<file path="config.mk">
export PLATFORM = sky130hd
export DESIGN_NAME = split_word_intc
export DESIGN_NICKNAME = d
export VERILOG_FILES = /design/src/rtl/swic_pkg.sv /design/src/rtl/swic_src_cell.sv /design/src/rtl/swic_prio.sv /design/src/rtl/split_word_intc.sv
export SDC_FILE = /design/constraint.sdc
export NUM_CORES = 1
export LEC_CHECK = 0
export BUFFER_PORTS_ARGS = -buffer_cell sky130_fd_sc_hd__buf_2
export CORE_AREA = 4 4 215 259
export CTS_BUF_LIST = sky130_fd_sc_hd__clkbuf_4 sky130_fd_sc_hd__clkbuf_8
export DETAILED_ROUTE_END_ITERATION = 8
export DIE_AREA = 0 0 219 263
export GPL_TIMING_DRIVEN = 0
export SETUP_SLACK_MARGIN = 0.5
export SYNTH_ARGS = -nofsm -noshare
export SYNTH_HDL_FRONTEND = slang
export SYNTH_SLANG_ARGS = --single-unit
</file>
<file path="constraint.sdc">
create_clock -name clk_i -period 2.38 [get_ports clk_i]
set_input_delay 0.357 -clock clk_i [delete_from_list [all_inputs] [get_ports clk_i]]
set_output_delay 0.357 -clock clk_i [all_outputs]
set_load 0.02 [all_outputs]
</file>
<file path="src/rtl/swic_pkg.sv">
package swic_pkg;
  localparam int WORD_W  = 32;
  localparam int NUM_SRC = 2 * WORD_W;
  localparam int SRC_W   = $clog2(NUM_SRC);
  localparam int GRP_SZ  = WORD_W / 2;   // sources per sense register
  localparam int NUM_GRP = NUM_SRC / GRP_SZ;

  typedef enum logic [1:0] {
    SENSE_LVL_LO = 2'd0,
    SENSE_LVL_HI = 2'd1,
    SENSE_FALL   = 2'd2,
    SENSE_RISE   = 2'd3
  } sense_e;

  localparam logic [3:0] A_MASK_HI = 4'd0;
  localparam logic [3:0] A_MASK_LO = 4'd1;
  localparam logic [3:0] A_PEND_HI = 4'd2;
  localparam logic [3:0] A_PEND_LO = 4'd3;
  localparam logic [3:0] A_VEC     = 4'd4;
  localparam logic [3:0] A_SENSE0  = 4'd5;

  function automatic bit src_in_hi(int s);
    return (s < 16) || (s >= 32 && s < 48);
  endfunction

  function automatic int src_bit(int s);
    if (s == 0)      return 0;
    else if (s < 16) return 16 - s;
    else if (s < 32) return 31 - s;
    else if (s < 48) return 63 - s;
    else             return s - 32;
  endfunction
endpackage

</file>
<file path="src/rtl/swic_src_cell.sv">
module swic_src_cell
  import swic_pkg::*;
(
  input  logic   clk_i,
  input  logic   rst_ni,
  input  logic   in_i,
  input  sense_e sense_i,
  input  logic   clr_i,
  output logic   pend_o
);
  logic prev_q, pend_q, pend_d;

  always_comb begin
    unique case (sense_i)
      SENSE_LVL_LO: pend_d = ~in_i;
      SENSE_LVL_HI: pend_d = in_i;
      SENSE_FALL:   pend_d = (pend_q & ~clr_i) | (prev_q & ~in_i);
      default:      pend_d = (pend_q & ~clr_i) | (~prev_q & in_i);
    endcase
  end

  always_ff @(posedge clk_i or negedge rst_ni) begin
    if (!rst_ni) begin
      prev_q <= 1'b0;
      pend_q <= 1'b0;
    end else begin
      prev_q <= in_i;
      pend_q <= pend_d;
    end
  end

  assign pend_o = pend_q;
endmodule

</file>
<file path="src/rtl/swic_prio.sv">
module swic_prio #(
  parameter int N = 64,
  localparam int W = $clog2(N)
) (
  input  logic [N-1:0] req_i,
  output logic [W-1:0] idx_o
);
  // lowest index wins; index 0 doubles as "none"
  always_comb begin
    idx_o = '0;
    for (int i = N - 1; i >= 1; i--) begin
      if (req_i[i]) idx_o = W'(i);
    end
  end
endmodule

</file>
<file path="src/rtl/split_word_intc.sv">
module split_word_intc
  import swic_pkg::*;
#(
  parameter int ADDR_W = 4
) (
  input  logic                clk_i,
  input  logic                rst_ni,
  input  logic [NUM_SRC-1:0]  src_i,
  input  logic                we_i,
  input  logic [ADDR_W-1:0]   addr_i,
  input  logic [WORD_W-1:0]   wdata_i,
  output logic [WORD_W-1:0]   rdata_o,
  output logic                irq_o
);
  localparam logic [WORD_W-1:0] SENSE_RST = {GRP_SZ{2'b01}};

  logic [WORD_W-1:0]              mask_hi_q, mask_lo_q;
  logic [NUM_GRP-1:0][WORD_W-1:0] sense_q;
  logic [NUM_SRC-1:0]             pend_src, en_src, clr_src, req_src;
  logic [WORD_W-1:0]              pend_hi_w, pend_lo_w;
  logic [SRC_W-1:0]               vec_id;

  logic wr_pend_hi, wr_pend_lo;
  assign wr_pend_hi = we_i && (addr_i == ADDR_W'(A_PEND_HI));
  assign wr_pend_lo = we_i && (addr_i == ADDR_W'(A_PEND_LO));

  for (genvar s = 0; s < NUM_SRC; s++) begin : g_src
    localparam int B = src_bit(s);
    localparam int G = s / GRP_SZ;
    localparam int F = 2 * (s % GRP_SZ);
    if (src_in_hi(s)) begin : g_hi
      assign en_src[s]    = mask_hi_q[B];
      assign clr_src[s]   = wr_pend_hi & wdata_i[B];
      assign pend_hi_w[B] = pend_src[s];
    end else begin : g_lo
      assign en_src[s]    = mask_lo_q[B];
      assign clr_src[s]   = wr_pend_lo & wdata_i[B];
      assign pend_lo_w[B] = pend_src[s];
    end
    swic_src_cell u_cell (
      .clk_i   (clk_i),
      .rst_ni  (rst_ni),
      .in_i    (src_i[s]),
      .sense_i (sense_e'(sense_q[G][F+:2])),
      .clr_i   (clr_src[s]),
      .pend_o  (pend_src[s])
    );
  end

  // source 0 is reserved: it never reaches the line or the vector
  assign req_src = {pend_src[NUM_SRC-1:1] & en_src[NUM_SRC-1:1], 1'b0};
  assign irq_o   = |req_src;

  swic_prio #(.N(NUM_SRC)) u_prio (
    .req_i (req_src),
    .idx_o (vec_id)
  );

  always_ff @(posedge clk_i or negedge rst_ni) begin
    if (!rst_ni) begin
      mask_hi_q <= '0;
      mask_lo_q <= '0;
      sense_q   <= {NUM_GRP{SENSE_RST}};
    end else if (we_i) begin
      if (addr_i == ADDR_W'(A_MASK_HI)) mask_hi_q <= wdata_i;
      if (addr_i == ADDR_W'(A_MASK_LO)) mask_lo_q <= wdata_i;
      for (int g = 0; g < NUM_GRP; g++) begin
        if (addr_i == ADDR_W'(A_SENSE0) + ADDR_W'(g)) sense_q[g] <= wdata_i;
      end
    end
  end

  always_comb begin
    rdata_o = '0;
    if      (addr_i == ADDR_W'(A_MASK_HI)) rdata_o = mask_hi_q;
    else if (addr_i == ADDR_W'(A_MASK_LO)) rdata_o = mask_lo_q;
    else if (addr_i == ADDR_W'(A_PEND_HI)) rdata_o = pend_hi_w;
    else if (addr_i == ADDR_W'(A_PEND_LO)) rdata_o = pend_lo_w;
    else if (addr_i == ADDR_W'(A_VEC))     rdata_o = {vec_id, {(WORD_W-SRC_W){1'b0}}};
    else begin
      for (int g = 0; g < NUM_GRP; g++) begin
        if (addr_i == ADDR_W'(A_SENSE0) + ADDR_W'(g)) rdata_o = sense_q[g];
      end
    end
  end
endmodule

</file>
==> qor.yml, run 1 <==
logic_synthesis:
  ys_seq_area_frac: 0.513
  yosys_warnings: 0
  yosysUniqueCellTypes: 69
  synth_top_area_frac: 0.406
  synthArstFlopShare: 1.00
  syn_inst: 1431
  synth_fp_nets: 1534
  synthFlopType: "dfrtp_1"
  yosysMostFrequentCell: "dfrtp_1"
  syn_area_per_cell_um2: 11.0
  synth_top_cell_by_area: "dfrtp_1"
  ys_top_cells_by_area: "dfrtp_1 (41%), mux2_2 (14%), dfstp_2 (11%), nand2_1 (4.6%), a21oi_1 (3.6%)"
  synth_edf_count: 0
  yosys-top-cells-count: "dfrtp_1 (256), mux2_2 (198), nand2_1 (194), a21oi_1 (115), nand3_1 (96)"
  synth-seq-cells: 320
  synth_area_mm2: 0.0158
setup_path:
  path_class: "flop to primary output"
  crit_path_end_kind: "primary output"
  worstPathRequired_ns: 2.02
  critPathLaunchType: "flop"
  cp_max_fo: 4
  critPathArrivalTime_ns: 2.83
hold_path:
  hp-class: "input pin to flop"
run:
  drv_cap: 0
sta:
  rsz0062_at_grt: "yes"
  maxSlewHeadroom: 0.493
  setup_viol: 26
  tightest_slew_ns: 0.761
  period_minus_slack_ns: 3.19
  setup_tns_ns: -9.37
  hold_viol_final: 0
  fin_worst_skew_ns: 0.0223
  drv_slew: 0
  fin_crit_sh: 1.34
  fin_ws_ns: -0.811
  whs_ns: 0.102
  fmax_mhz: 313
clocking:
  clock-sinks: 320
  clock_latency_ns: 0.63
  cts_made_buffers: 54
  cts-root-buf: "clkbuf_8"
  cts.path.max_buffers: 3
  tritoncts: "done"
  clk_pin_slew_ns: 0.07
  htreeDepth: 2
grt:
  grt_pass1_wl_um: 93300
  gr-total-overflow: 0
  grt.total_usage: 0.219
  antenna_found_initial: 5
  grt_max_degree: 117
  grt_pass1_vias: 13900
status:
  violations: "setup timing"
  status: "complete, but fails checks"
floorplanning:
  ioPinCount: 136
  initial_core_util: 0.296
  dieArea_mm2: 0.0576
  die_w_um: 219
  rows: 93
  core-area_mm2: 0.0533
  die_h_um: 263
power:
  p_int_mw: 12.3
  power_switching_mw: 6.60
  p_sw_frac: 0.348
  seqPwrFrac: 0.451
  p_per_area_mw_per_mm2: 927
  combPwrFrac: 0.270
  ir_drop_mv: 0.379
  clockPowerShare: 0.279
  p_leak_nw: 8.64
finish:
  area_growth_pct: 29.4
  design_area_mm2: 0.0204
  layout-drive-gt1-share: 0.415
  nets: 1840
routing:
  drc: 0
  num_vias: 13700
  viasPerCell: 5.48
  wl_per_cell_um: 25.9
  first_iter_violations: 1205
  firstDrtPassIters: 6
  routed_wl_um: 64800
  postRouteAntennaNets: 0
placed_design:
  dpl_cell_area_mm2: 0.0176
  hpwl_um: 46900
  place_congestion: 0.923
  portBuffers: 133
==> sequential cells by signal (all words and copies together) (netlist names) <==
register             flops
mask_hi_q               32
g_src.u_cell.prev_q     64
sense_q                128
g_src.u_cell.pend_o     64
mask_lo_q               32
==> cell type report <==
type | instances | area, um^2
Inverter | 25 | 93.8
Timing Repair Buffer | 250 | 1910
Fill cell | 5358 | 32900
Clock inverter | 8 | 50.0
Multi-Input combinational cell | 1023 | 7770
Tap cell | 712 | 891
Buffer | 63 | 488
Clock buffer | 93 | 1100
Sequential cell | 320 | 8110
Antenna cell | 4 | 10.0
==> per-layer routing <==
layer	vias to the layer above	global-route usage	part of all wire
li1	5993	-	-
met1	6977	0.269	0.39
met2	557	0.361	0.48
met3	174	0.0462	0.066
met4	0	0.113	0.058
met5	-	0	0
==> path summary, 6_finish.rpt <==
path	endpoint	cells past startpoint	slack [ns]	start
hold reg to reg	mask_hi_q[0]	1	0.52	mask_hi_q[0]
setup / recovery	rdata_o[26]	6	-0.81	g_src[37].u_cell.pend_o
max in group asynchronous	g_src[1].u_cell.pend_o	3	0.85	rst_ni
setup reg to reg	g_src[7].u_cell.pend_o	4	1.23	sense_q[15]
min in group asynchronous	g_src[11].u_cell.prev_q	2	0.38	rst_ni
hold / removal	sense_q[63]	2	0.10	wdata_i[31]
==> stage by stage <==
step	cells	setup WS [ns]	total power [mW]	utilization
finish	2498	-0.811	18.9	0.383
detailed placement	2278	-0.931	12.8	0.331
global placement	2276	-5.24	12.7	0.330
global route	2497	-0.776	19.8	0.383
CTS	2491	-0.750	18.9	0.380
floorplan	1431	0.341	10.8	-
==> timing repair <==
action                     CTS  global route
setup buffers               47             3
hold endpoints to repair   176             0
pin swaps                   37            20
hold buffers                65             0
gates resized for setup    135            32
setup endpoints to repair   93            37
cloned                       0             0
==> cells by family after synthesis <==
family                 Yosys count  synth area share
buffers and inverters           88            0.0270
XOR/XNOR                        10           0.00555
multiplexers                   235             0.171
AO/OA/AOI/OAI                  347             0.160
AND/OR/NAND/NOR                431             0.124
flip-flops                     320             0.513
==> power groups by stage <==
stage / clock network, mW / logic (mW) / registers (mW)
after floorplan: 0 / 2.97 / 7.83
after global placement: 0 / 4.13 / 8.56
after detailed placement: 0 / 4.21 / 8.62
after CTS: 5.39 / 5.00 / 8.48
after global routing: 5.63 / 5.50 / 8.67
final: 5.28 / 5.11 / 8.55
==> critical path, stage by stage, from the launching register on <==
cell and delay (ns):
dfrtp_2 0.46, a222oi_1 0.67, a21boi_2 0.29, a211o_1 0.18, a31oi_4 0.06, o31a_1 0.38
buf_6 0.16
==> cell usage in the layout, fill, tap and decap left out, drive strengths merged, types with 4 or more instances in the layout <==
cell type / n
dfrtp: 256
buf: 228
mux2: 222
nand2: 194
a21oi: 115
clkbuf: 113
nand3: 96
dlygate4sd3: 65
nor2: 65
dfstp: 64
nor2b: 45
o311ai: 41
a22o: 34
inv: 27
a22oi: 24
a211oi: 23
a222oi: 22
a311o: 19
o21ai: 17
mux2i: 12
a31o: 9
nand4: 6
a32o: 6
clkinv: 6
xnor2: 5
xor2: 5
o22ai: 5
a31oi: 5
a32oi: 5
nor3: 5
diode: 4
Power figures use the tool's default switching activity.
==> inputs of run 2 (changes only) <==
TNS_END_PERCENT = 50   (was not set)
==> run 2 against run 1 <==
  * The run still ends with setup timing left
  * Non-clock buffer count grew 6
  * Critical path depth grew 1
  * Die area is the same
  * Register-to-register slack lost 0.03 ns
  * Sequential power is essentially flat
  * Final cell count is essentially flat
  * Count of clock-buffer cells in the layout shrank 1
  * Clock skew shrank 0.0078 ns
  * Wire length grew 1.1%
  * Combinational power is essentially flat
  * Via count grew 0.37%
  * Utilization shrank 0.16 points
==> qor.yml, run 2 (synthesized netlist as in run 1, its figures left out) <==
status:
  status: "complete, but fails checks"
  violations: "setup timing"
finish:
  design_area_mm2: 0.0203
  nets: 1844
  final.fill_count: 5336
  layout-drive-gt1-share: 0.410
  area_growth_pct: 28.8
  largest_register: "sense_q"
  layout_common_cells: "dfrtp_1 (245), nand2_1 (192), mux2_2 (189)"
  fin_cells: 2496
  largest_reg_flops: 128
  final_common_cell: "dfrtp_1"
sta:
  tightest_slew_ns: 0.708
  setup_tns_ns: -9.54
  fin_ws_ns: -0.713
  rsz0062_at_grt: "yes"
  hold_viol_final: 0
  period_minus_slack_ns: 3.09
  fin_crit_sh: 1.30
  drv_slew: 0
  setup_viol: 26
  fin_worst_skew_ns: 0.0145
  maxSlewHeadroom: 0.528
  fmax_mhz: 323
routing:
  viasPerCell: 5.51
  first_iter_violations: 1026
  routed_wl_um: 65500
  drc: 0
  wl_per_cell_um: 26.2
  postRouteAntennaNets: 0
  num_vias: 13800
  firstDrtPassIters: 7
power:
  p_total_mw: 18.9
  p_leak_nw: 8.63
  ir_drop_mv: 0.339
  p_per_area_mw_per_mm2: 931
placed_design:
  pre_cts_slack_ns: -1.04
  portBuffers: 133
  dpl_cell_area_mm2: 0.0176
  place_congestion: 0.942
  dp_cells: 2279
  hpwl_um: 47400
setup_path:
  critPathArrivalTime_ns: 2.74
  critPathLaunchType: "flop"
  cp_cell_sequence: "nor2b_1 -> o21ai_0 -> a32oi_1 -> o31ai_1 -> a31o_2 -> o31a_1 -> buf_6"
  worstPathRequired_ns: 2.02
  cpPeakStageDelay_ns: 0.55
  cp_max_fo: 4
  worst_path_max_delay_cell: "dfstp_2"
  path_class: "flop to primary output"
  crit_path_end_kind: "primary output"
grt:
  grt_pass1_vias: 14100
  gr-total-overflow: 0
  grt_use_met2: 0.381
  antenna_found_initial: 1
  met1_usage: 0.279
  grt.total_usage: 0.222
  grt_max_degree: 94
  grt_util_met3: 0.0327
  busiest_layer: "met2"
  grt_pass1_wl_um: 95200
floorplanning:
  die_w_um: 219
  die_h_um: 263
  ioPinCount: 136
  core-area_mm2: 0.0533
  rows: 93
  dieArea_mm2: 0.0576
  initial_core_util: 0.296
clocking:
  cts_made_buffers: 52
  clock_latency_ns: 0.62
  tritoncts: "done"
  cts-root-buf: "clkbuf_8"
  cts.path.max_buffers: 3
  htreeDepth: 2
  clock-sinks: 320
  clk_pin_slew_ns: 0.07
run:
  drv_cap: 0
hold_path:
  hp-class: "input pin to flop"
## run 2: worst paths after layout
kind                              startpoint                       to  slack (ns)  cells after the start
worst max-delay path             sense_q[58]              rdata_o[26]       -0.71                      7
worst min-delay path             wdata_i[31]            mask_lo_q[31]        0.09                      2
worst max register to register   sense_q[67]  g_src[33].u_cell.pend_o        1.20                      4
worst min register to register  mask_hi_q[0]             mask_hi_q[0]        0.52                      1
max in group asynchronous             rst_ni  g_src[15].u_cell.pend_o        0.75                      4
min in group asynchronous             rst_ni              sense_q[21]        0.27                      2
## run 2: critical path, delay by kind of cell (launching register included)
kind / cells / cell delay [ns]
flip-flops: 1 / 0.55
AO/OA/AOI/OAI: 5 / 1.35
buffers and inverters: 1 / 0.15
AND/OR/NAND/NOR: 1 / 0.06
## run 2: power by group
part / internal [mW] / switching (mW)
Combinational: 2.60 / 2.54
Clock: 2.94 / 2.30
Sequential: 6.85 / 1.69
Total: 12.4 / 6.53
## run 2: through the flow
| stage | hold slack (ns) | util |
|---|---|---|
| after floorplan | 0.0614 | - |
| after global placement | 0.490 | 0.328 |
| after detailed placement | 0.315 | 0.330 |
| after CTS | 0.0671 | 0.380 |
| after global routing | 0.0909 | 0.381 |
| final | 0.0865 | 0.381 |
## run 2: area by class of cell
class                           instances  area [um^2]  share of cell area
Buffer                                 63          488              0.0240
Multi-Input combinational cell       1023         7670               0.377
Tap cell                              712          891              0.0438
Clock inverter                          4         76.3             0.00375
Antenna cell                            1         2.50            0.000123
Timing Repair Buffer                  256         1960              0.0965
Sequential cell                       320         8100               0.399
Clock buffer                           92         1040              0.0512
Inverter                               25         93.8             0.00462
## run 2: routing by layer
layer	vias to the layer above	wire (um)
li1	5997	-
met5	-	0
met4	0	2760
met3	144	3680
met1	7126	26600
met2	485	32500
## run 2: timing repair
item,4_1_cts,5_1_grt
endpoints found under the hold margin,133,0
hold buffers,65,0
pin swaps,44,17
setup buffers,51,4
endpoints found under the setup margin,93,39
gates resized for setup,155,22
==> inputs of run 3 (changes only) <==
CELL_PAD_IN_SITES_DETAIL_PLACEMENT = 0   (was not set)
CELL_PAD_IN_SITES_GLOBAL_PLACEMENT = 2   (was not set)
PLACE_DENSITY_LB_ADDON = 0.1   (was not set)
==> run 3 against run 2 <==
  * The flow still finishes with violations (setup timing)
  * Wire length up 7.5%
  * Fmax down 3.7%
  * Via count down 1.7%
  * Largest cell class unchanged
  * Count of clock-buffer cells in the layout up 14
  * Global-route usage up 1.9 points
  * Worst hold slack better by 0.0066 ns
  * Critical path type unchanged
  * Utilization up 0.25 points
  * Non-clock buffer count down 1
  * Largest power group unchanged
  * Power up 2.7%
  * Sequential power up 0.8%
  * Sequential share of layout area down 0.20 points
  * Clock skew up 0.0073 ns
==> qor.yml, run 3 (synthesized netlist as in run 1, its figures left out) <==
floorplanning:
  die_h_um: 263
  die_w_um: 219
  initial_core_util: 0.296
  rows: 93
  core-area_mm2: 0.0533
  dieArea_mm2: 0.0576
  ioPinCount: 136
finish:
  final.fill_count: 5445
  layout-drive-gt1-share: 0.425
  largest_register: "sense_q"
  area_growth_pct: 29.7
  nets: 1849
  final_common_cell: "dfrtp_1"
  largest_reg_flops: 128
  layout_common_cells: "dfrtp_1 (236), nand2_1 (192), mux2_2 (191)"
routing:
  drc: 0
  viasPerCell: 5.39
  num_vias: 13500
  first_iter_violations: 1102
  routed_wl_um: 70400
  firstDrtPassIters: 6
  postRouteAntennaNets: 0
  wl_per_cell_um: 28.1
sta:
  fin_ws_ns: -0.833
  fmax_mhz: 311
  whs_ns: 0.0931
  rsz0062_at_grt: "yes"
  period_minus_slack_ns: 3.21
  fin_crit_sh: 1.35
  drv_slew: 0
  fin_worst_skew_ns: 0.0218
  hold_viol_final: 0
  setup_viol: 28
  tightest_slew_ns: 0.866
  maxSlewHeadroom: 0.423
clocking:
  cts-root-buf: "clkbuf_8"
  tritoncts: "done"
  cts_made_buffers: 58
  clock-sinks: 320
  cts.path.max_buffers: 3
  htreeDepth: 2
  clock_latency_ns: 0.67
  clk_pin_slew_ns: 0.06
setup_path:
  path_class: "flop to primary output"
  cp_cell_sequence: "nand2_1 -> a32o_1 -> a31oi_1 -> o2111ai_1 -> a31oi_2 -> o31a_1 -> buf_6"
  worstPathRequired_ns: 2.02
  worst_path_max_delay_cell: "dfrtp_1"
  crit_family: "compound AO/OA/AOI/OAI gates"
  critPathLaunchType: "flop"
  crit_path_end_kind: "primary output"
  critPathArrivalTime_ns: 2.86
  cp_max_fo: 4
  cpPeakStageDelay_ns: 0.47
  crit_buf_inv: 1
grt:
  antenna_found_initial: 2
  grt_pass1_wl_um: 100000
  grt_max_degree: 106
  grt.total_usage: 0.241
  gr-total-overflow: 0
  grt_pass1_vias: 13900
power:
  ir_drop_mv: 0.391
  p_per_area_mw_per_mm2: 950
  p_leak_nw: 8.68
run:
  drv_cap: 0
hold_path:
  hp-class: "input pin to flop"
status:
  status: "complete, but fails checks"
  violations: "setup timing"
placed_design:
  portBuffers: 133
  hpwl_um: 50100
  pre_cts_slack_ns: -1.22
  place_congestion: 0.885
run 3: area by class of cell:
| class | instances | area [um^2] | area share |
|---|---|---|---|
| buffer | 63 | 453 | 0.0221 |
| multi-input combinational | 1023 | 7730 | 0.378 |
| tap | 712 | 891 | 0.0435 |
| timing repair buffer | 255 | 1940 | 0.0947 |
| antenna | 2 | 5.00 | 0.000245 |
| inverter | 25 | 93.8 | 0.00459 |
| sequential | 320 | 8110 | 0.397 |
| clock inverter | 3 | 25.0 | 0.00122 |
| clock buffer | 106 | 1210 | 0.0591 |
run 3: power breakdown:
part           internal [mW]  switching [mW]  total [mW]  leakage (nW)
clock                   3.15            2.47        5.62         0.673
sequential              6.86            1.75        8.61          3.72
combinational           2.62            2.59        5.20          4.29
run 3: per-stage QoR:
stage               setup TNS [ns]  power [mW]  cell area, um^2  cells  utilization
finish                      -11.01        19.4            20500   2509        0.384
global route                -13.99        20.4            20500   2508        0.384
CTS                         -12.28        19.5            20300   2505        0.382
detailed placement          -61.29        12.9            17600   2279        0.330
global placement          -1774.87        12.9            17500   2276        0.328
floorplan                        0        10.7            15900   1431            -
run 3: worst register-to-register path: cells and delay by family, from the launching register on:
family                 cells  cell delay, ns
AOI/OAI and AO/OA          2            0.32
buffers and inverters      1            0.21
DFF                        1            0.48
and+or+nand+nor            1            0.06
run 3: timing repair:
item / in CTS / in global routing
setup endpoints to repair: 105 / 33
cloned: 0 / 0
resized for setup: 155 / 27
hold buffers: 65 / 0
pin swaps: 52 / 17
buffers inserted: 52 / 2
endpoints found under the hold margin: 221 / 0
run 3: per-layer routing:
layer | up-vias | GRT usage | wire, um
li1 | 6012 | - | -
met1 | 7010 | 0.314 | 30300
met2 | 393 | 0.410 | 34800
met3 | 97 | 0.0426 | 3480
met4 | 0 | 0.0658 | 1810
met5 | - | 0 | 0
run 3: path summary, 6_finish.rpt:
path,start,endpoint,slack [ns],depth (start not counted)
max in group asynchronous,rst_ni,g_src[37].u_cell.pend_o,0.85,4
setup reg to reg,g_src[27].u_cell.pend_o,g_src[27].u_cell.pend_o,1.19,4
min in group asynchronous,rst_ni,g_src[44].u_cell.pend_o,0.19,2
hold / removal,wdata_i[11],sense_q[75],0.09,2
setup / recovery,g_src[59].u_cell.pend_o,rdata_o[26],-0.83,7
hold reg to reg,mask_hi_q[0],mask_hi_q[0],0.54,1
